==> src/rtl/psram_array.sv <==
module psram_array #(
  parameter int LANE_W    = 8,
  parameter int NUM_LANES = 2,
  parameter int DEPTH_W   = 4
) (
  input  logic                          clk_i,
  input  logic                          rst_ni,
  input  logic                          wipe_i,
  input  logic                          capture_i,
  input  logic [DEPTH_W-1:0]            wr_idx_i,
  input  logic [NUM_LANES*LANE_W-1:0]   wdata_i,
  input  logic [NUM_LANES-1:0]          lane_we_i,
  input  logic [DEPTH_W-1:0]            rd_idx_i,
  output logic [NUM_LANES*LANE_W-1:0]   rd_word_o,
  output logic                          rd_valid_o
);
  localparam int DEPTH  = 1 << DEPTH_W;
  localparam int DATA_W = NUM_LANES * LANE_W;

  logic                 pend_q;
  logic [DEPTH_W-1:0]   pa_q;
  logic [DATA_W-1:0]    pdat_q;
  logic [NUM_LANES-1:0] pm_q;
  logic [DEPTH-1:0]     valid_q;
  logic                 commit;

  // pending write commits on the first clock after the overlap
  assign commit = pend_q && !capture_i && !wipe_i;

  always_ff @(posedge clk_i or negedge rst_ni) begin
    if (!rst_ni) begin
      pend_q  <= 1'b0;
      pa_q    <= '0;
      pdat_q  <= '0;
      pm_q    <= '0;
      valid_q <= '0;
    end else if (wipe_i) begin
      pend_q  <= 1'b0;
      valid_q <= '0;
    end else if (capture_i) begin
      pend_q <= 1'b1;
      pa_q   <= wr_idx_i;
      pdat_q <= wdata_i;
      pm_q   <= lane_we_i;
    end else if (pend_q) begin
      pend_q        <= 1'b0;
      valid_q[pa_q] <= |pm_q;
    end
  end

  for (genvar l = 0; l < NUM_LANES; l++) begin : g_lane
    logic [LANE_W-1:0] mem_q [DEPTH];
    always_ff @(posedge clk_i) begin
      if (commit && pm_q[l]) mem_q[pa_q] <= pdat_q[l*LANE_W +: LANE_W];
    end
    assign rd_word_o[l*LANE_W +: LANE_W] = mem_q[rd_idx_i];
  end

  assign rd_valid_o = valid_q[rd_idx_i];

  AST_WIPE_INVALIDATES: assert property (@(posedge clk_i) disable iff (!rst_ni)
    wipe_i |=> (valid_q == '0));
  AST_COMMIT_MARKS_VALID: assert property (@(posedge clk_i) disable iff (!rst_ni)
    commit |=> valid_q[$past(pa_q)]);
endmodule

==> config.mk <==
export PLATFORM = sky130hd
export DESIGN_NAME = psram_array
export DESIGN_NICKNAME = d
export VERILOG_FILES = /design/src/rtl/psram_array.sv
export SDC_FILE = /design/constraint.sdc
export NUM_CORES = 1
export LEC_CHECK = 0
export BUFFER_PORTS_ARGS = -buffer_cell sky130_fd_sc_hd__buf_2
export CAP_MARGIN = 5
export CORE_UTILIZATION = 55
export DETAILED_ROUTE_END_ITERATION = 8
export GPL_ROUTABILITY_DRIVEN = 0
export GPL_TIMING_DRIVEN = 0
export PLACE_DENSITY = 0.72
export SLEW_MARGIN = 20
export SYNTH_ARGS = -nofsm -noshare
export SYNTH_HDL_FRONTEND = slang
export SYNTH_SLANG_ARGS = --single-unit
==> constraint.sdc <==
create_clock -name clk_i -period 3.1 [get_ports clk_i]
set_clock_uncertainty 0.05 [all_clocks]
set_input_delay 0.465 -clock clk_i [delete_from_list [all_inputs] [get_ports clk_i]]
set_output_delay 0.465 -clock clk_i [all_outputs]
set_load 0.03 [all_outputs]
==> results of run 1 <==
==> area by class of cell <==
class,count,area share
Sequential cell,295,0.665
Multi-Input combinational cell,247,0.207
Clock buffer,38,0.0596
Tap cell,270,0.0259
Timing Repair Buffer,44,0.0169
Buffer,35,0.0138
Clock inverter,11,0.0119
==> routing by layer <==
layer | vias up | track usage | wire length (um)
met4 | 0 | 0.0630 | 514
met5 | - | 0 | 0
li1 | 2498 | - | -
met3 | 40 | 0.0339 | 1790
met1 | 3046 | 0.333 | 9840
met2 | 266 | 0.362 | 11300
==> registers in the layout, indices dropped and copies added, names as in the netlist <==
signal	flops
pdat_q	16
g_lane.mem_q	256
valid_q	16
pm_q	2
pa_q	4
pend_q	1
==> Yosys cell counts, types with 2 or more instances <==
cell and n:
a22oi_1 34, buf_2 9, buf_6 2, buf_8 2
clkbuf_1 21, dfrtp_1 39, edfxtp_1 256, mux2_2 22
mux4_1 3, mux4_2 65, nand2_1 19, nand4b_1 4
nand4bb_1 6, nor2_1 33, nor2b_1 19, o21ai_0 26
o21ai_1 7, or4b_2 3
==> final timing paths <==
check	slack, ns	to
max	0.17	rd_word_o[14]
min in group clk_i	0.12	pdat_q[4]
min reg2reg	0.48	pm_q[0]
max in group asynchronous	2.42	pdat_q[9]
min	0.01	pdat_q[1]
max reg2reg	0.55	g_lane[1].mem_q[15][4]
==> cells by family after synthesis <==
family / share of synthesized area
flops: 0.750
mux: 0.155
simple gates: 0.0425
compound gates: 0.0364
buf+inv: 0.0156
==> critical path, delay by kind of cell <==
kind	cells	cell delay [ns]
buffers and inverters	3	1.09
multiplexers	1	0.42
AO/OA/AOI/OAI	1	0.33
AND/OR/NAND/NOR	1	0.09
==> metrics by stage <==
step | hold WS (ns) | power [mW] | area (um2) | util | worst slack, ns
5_1_grt | 0.0781 | 8.81 | 13000 | 0.638 | 0.131
3_5_place_dp | 0.474 | 5.19 | 12100 | 0.592 | 0.197
4_1_cts | 0.0258 | 8.60 | 13000 | 0.638 | 0.203
2_1_floorplan | 0.119 | 4.97 | 11500 | - | 0.836
6_report | 0.00986 | 8.58 | 13000 | 0.638 | 0.168
3_3_place_gp | 0.471 | 5.16 | 12100 | 0.592 | 0.151
==> power groups by stage <==
stage	Combinational (mW)	Sequential, mW	Clock [mW]
2_1_floorplan	0.318	4.65	0
3_3_place_gp	0.443	4.71	0
3_5_place_dp	0.454	4.74	0
4_1_cts	0.457	4.65	3.49
5_1_grt	0.489	4.67	3.65
6_report	0.457	4.65	3.46
==> results_dict.tcl, run 1 <==
set metrics [dict create \
    die_w_um 147 \
    io_pins 47 \
    grt_usage 0.227 \
    hpwl_um 15400 \
    grt_pass1_wl_um 36200 \
    hold_buffers 0 \
    cts_tree "built" \
    routedWlPerCell_um 24.9 \
    tns_ns 0 \
    multiInputGateArea_um2 2700 \
    antenna_cells 0 \
    clk_pin_slew_worst_paths_ns 0.06 \
    cp-end-kind "output pin" \
    htreeDepth 1 \
    crit_path_top_delay_cell "clkbuf_1" \
    cp_common_cell "clkbuf_1" \
    synth_top_area_frac 0.666 \
    critical_path_arrival_ns 2.42 \
    syn_nets 607 \
    antenna_found_initial 0 \
    synth_top_area_cell "edfxtp_1" \
    r2r-start "pend_q" \
    cts_sinks 295 \
    setup_viol 0 \
    syn_area_per_cell_um2 20.0 \
    dp.cells 891 \
    status "completed" \
    synth_cells 577 \
    via_count 5850 \
    p_leak_nw 4.32 \
    rows 52 \
    worstSetupPathType "input port to output pin" \
    fill_cells 1437 \
    synth.cell_area_um2 11500 \
    clk_latency_ns 0.53 \
    synth-async-reset-ratio 0.132 \
    slew_violations 0 \
    synth_area_leaders "edfxtp_1, mux4_2, dfrtp_1" \
    ys_ff_latch 295 \
    drc 0 \
    critPathMaxStageDelay_ns 0.69 \
    synth_edf_count 256 \
    powerDensity_nw_per_um2 658 \
    drive_above_1_share 0.284 \
    p_int_mw 6.75 \
    cts_buffers 27 \
    ys_types 25 \
    port_buffers 44 \
    switching_share 0.213 \
    grt_setup_unrepaired "false" \
    clockBufferDepth 3 \
    period_needed_ns 2.93 \
    ir_drop_mv 0.423 \
    hold_viol 0 \
    seqPwrFrac 0.543 \
    startpoint "rd_idx_i[1]" \
    areaGrowthSynthToFinish_pct 12.9 \
    p_sw_mw 1.83 \
    drtPass1Iterations 5 \
    final_cell_mix "edfxtp_1, mux4_2, buf_2" \
    cp_max_fo 10 \
    drt_wl_total_um 23400 \
    maxCapViolCount 0 \
    grt-ovfl-total 0 \
    die_area_um2 21600 \
    final_common_cell "edfxtp_1" \
    fin_crit_sh 0.946 \
    synth_warnings 0 \
    grt_max_degree 40 \
    first_iter_violations 656 \
    pwr-share-clk 0.404 \
    stdcell_count 940 \
    die_y_um 147 \
    post_cts_resized 0 \
    rr_worst_depth 4 \
    relSlewSlack 0.261 \
    path_cells "clkbuf_1 -> clkbuf_1 -> mux4_2 -> a22oi_1 -> nand2_1 -> buf_2" \
    tightest_slew_ns 1.10 \
    max_freq_mhz 341 \
    p_comb_frac 0.053 \
    seq_area_frac_synth 0.750 \
    core-area_um2 20400 \
    cts_setup_buffers 0 \
    via_per_inst 6.22 \
    min-delay-path-class "input port to async pin" \
    initial_core_util 0.565 \
    synthFlopType "edfxtp_1" \
    cp.required_ns 2.58 \
    nets 680 \
    register_area_um2 8660 \
    cp-start-kind "input port" \
    grt_pass1_vias 6128 \
    ant_nets 0 \
    cts_root_buffer "clkbuf_16" \
]
(Power assumes the default switching activity.)
==> inputs of run 2 (changes only) <==
REMOVE_ABC_BUFFERS = 1   (was unset)
==> results_dict.tcl, run 2 (synthesis gave the netlist of run 1 again) <==
set metrics [dict create \
    post_cts_resized 0 \
    ant_nets 0 \
    cts_setup_buffers 0 \
    crit_path_top_delay_cell "mux4_1" \
    drc 0 \
    clk_pin_slew_worst_paths_ns 0.06 \
    cp-end-kind "output pin" \
    maxCapViolCount 0 \
    pwr-share-clk 0.396 \
    drive_above_1_share 0.292 \
    switching_share 0.216 \
    stdcell_count 913 \
    worstSetupPathType "input port to output pin" \
    die_y_um 147 \
    regMostFlops "g_lane.mem_q" \
    drtPass1Iterations 5 \
    via_per_inst 6.09 \
    max_freq_mhz 342 \
    hold_viol 6 \
    final_util 0.633 \
    port_buffers 46 \
    die_area_um2 21600 \
    fin_crit_sh 0.944 \
    largest_reg_flops 256 \
    setup_viol 0 \
    final_common_cell "edfxtp_1" \
    cts_buffers 28 \
    grt_setup_unrepaired "false" \
    seqPwrFrac 0.555 \
    critPathMaxStageDelay_ns 0.58 \
    dp.cells 862 \
    ir_drop_mv 0.513 \
    p_leak_nw 4.25 \
    path_cells "buf_6 -> buf_16 -> mux4_1 -> a22oi_1 -> nand2_1 -> buf_2" \
    reg.largest.list "g_lane.mem_q (256), pdat_q (16), valid_q (16)" \
    grt_pass1_wl_um 32500 \
    p_int_mw 6.59 \
    fill_cells 1404 \
    status "complete, but fails checks" \
    cp-start-kind "input port" \
    drt_wl_total_um 20700 \
    violations "negative hold slack" \
    nets 652 \
    first_iter_violations 444 \
    cp.required_ns 2.58 \
    p_sw_mw 1.82 \
    cp_max_fo 35 \
    rows 52 \
    die_w_um 147 \
    powerDensity_nw_per_um2 650 \
    hpwl_um 13400 \
    core-area_um2 20400 \
    io_pins 47 \
    areaGrowthSynthToFinish_pct 12.0 \
    via_count 5560 \
    hold_buffers 0 \
    routedWlPerCell_um 22.7 \
    grt-ovfl-total 0 \
    cts_sinks 295 \
    holdWs_ns -0.00545 \
    relSlewSlack 0.339 \
    cts_root_buffer "clkbuf_16" \
    slew_violations 0 \
    clk_latency_ns 0.52 \
    min-delay-path-class "input port to async pin" \
    grt_usage 0.200 \
    grt_pass1_vias 5819 \
    htreeDepth 1 \
    antenna_cells 0 \
    cp_top_family "buffers and inverters" \
    initial_core_util 0.565 \
    grt_max_degree 40 \
    clockBufferDepth 3 \
    crit_buf_inv 3 \
    cts_tree "built" \
    p_comb_frac 0.049 \
    tightest_slew_ns 0.984 \
    antenna_found_initial 0 \
    period_needed_ns 2.93 \
    final_cell_mix "edfxtp_1, mux4_2, buf_2" \
    critical_path_arrival_ns 2.41 \
]
==> run 2: cell types whose count changed in the layout (fill, tap and decap cells not counted), sizes merged <==
cell and delta:
bufinv -2, clkbuf -25, clkinvlp +4, inv -1, clkinv +5, buf -8
==> run 2: routing by layer <==
layer | share of wire | vias to the layer above | GRT usage | routed length [um]
met5 | 0 | - | 0 | 0
met4 | 0.025 | 0 | 0.0583 | 514
met3 | 0.059 | 37 | 0.0317 | 1220
met2 | 0.49 | 175 | 0.324 | 10100
met1 | 0.43 | 2904 | 0.285 | 8810
li1 | - | 2444 | - | -
==> run 2: power by group through the flow <==
stage	Combinational, mW	Clock, mW	Sequential (mW)
after floorplan	0.256	0	4.67
after global placement	0.399	0	4.72
after detailed placement	0.415	0	4.75
after CTS	0.416	3.35	4.67
after global routing	0.443	3.52	4.69
final	0.411	3.32	4.67
==> run 2: per-stage QoR <==
stage	setup slack [ns]	hold WS (ns)	TNS (ns)	total power, mW	area, um2
3_5_place_dp	0.142	0.474	0	5.17	12000
4_1_cts	0.142	0.0136	0	8.44	12900
5_1_grt	0.0502	0.0435	0	8.65	12900
2_1_floorplan	1.01	0.119	0	4.92	11400
6_report	0.175	-0.00545	0	8.40	12900
3_3_place_gp	-1.05	0.465	-16.53	5.12	11900
==> run 2: worst paths after layout <==
kind                              from                    end  slack, ns  depth (start not counted)
max                        rd_idx_i[0]           rd_word_o[4]       0.17                          6
min                             rst_ni              pdat_q[6]     -0.005                          1
max reg2reg                    pa_q[2]  g_lane[0].mem_q[8][2]       0.54                          2
min reg2reg                    pm_q[1]                pm_q[1]       0.48                          1
max in group asynchronous       rst_ni             valid_q[2]       2.46                          1
min in group clk_i          wdata_i[4]              pdat_q[4]       0.12                          2
==> run 2: final cells by class <==
type / instances / area, um2 / share of cell area
clock buffer: 34 / 764 / 0.0591
clock inverter: 17 / 144 / 0.0111
multi-input combinational: 247 / 2710 / 0.210
sequential: 295 / 8660 / 0.670
tap: 270 / 338 / 0.0261
timing repair buffer: 50 / 313 / 0.0242
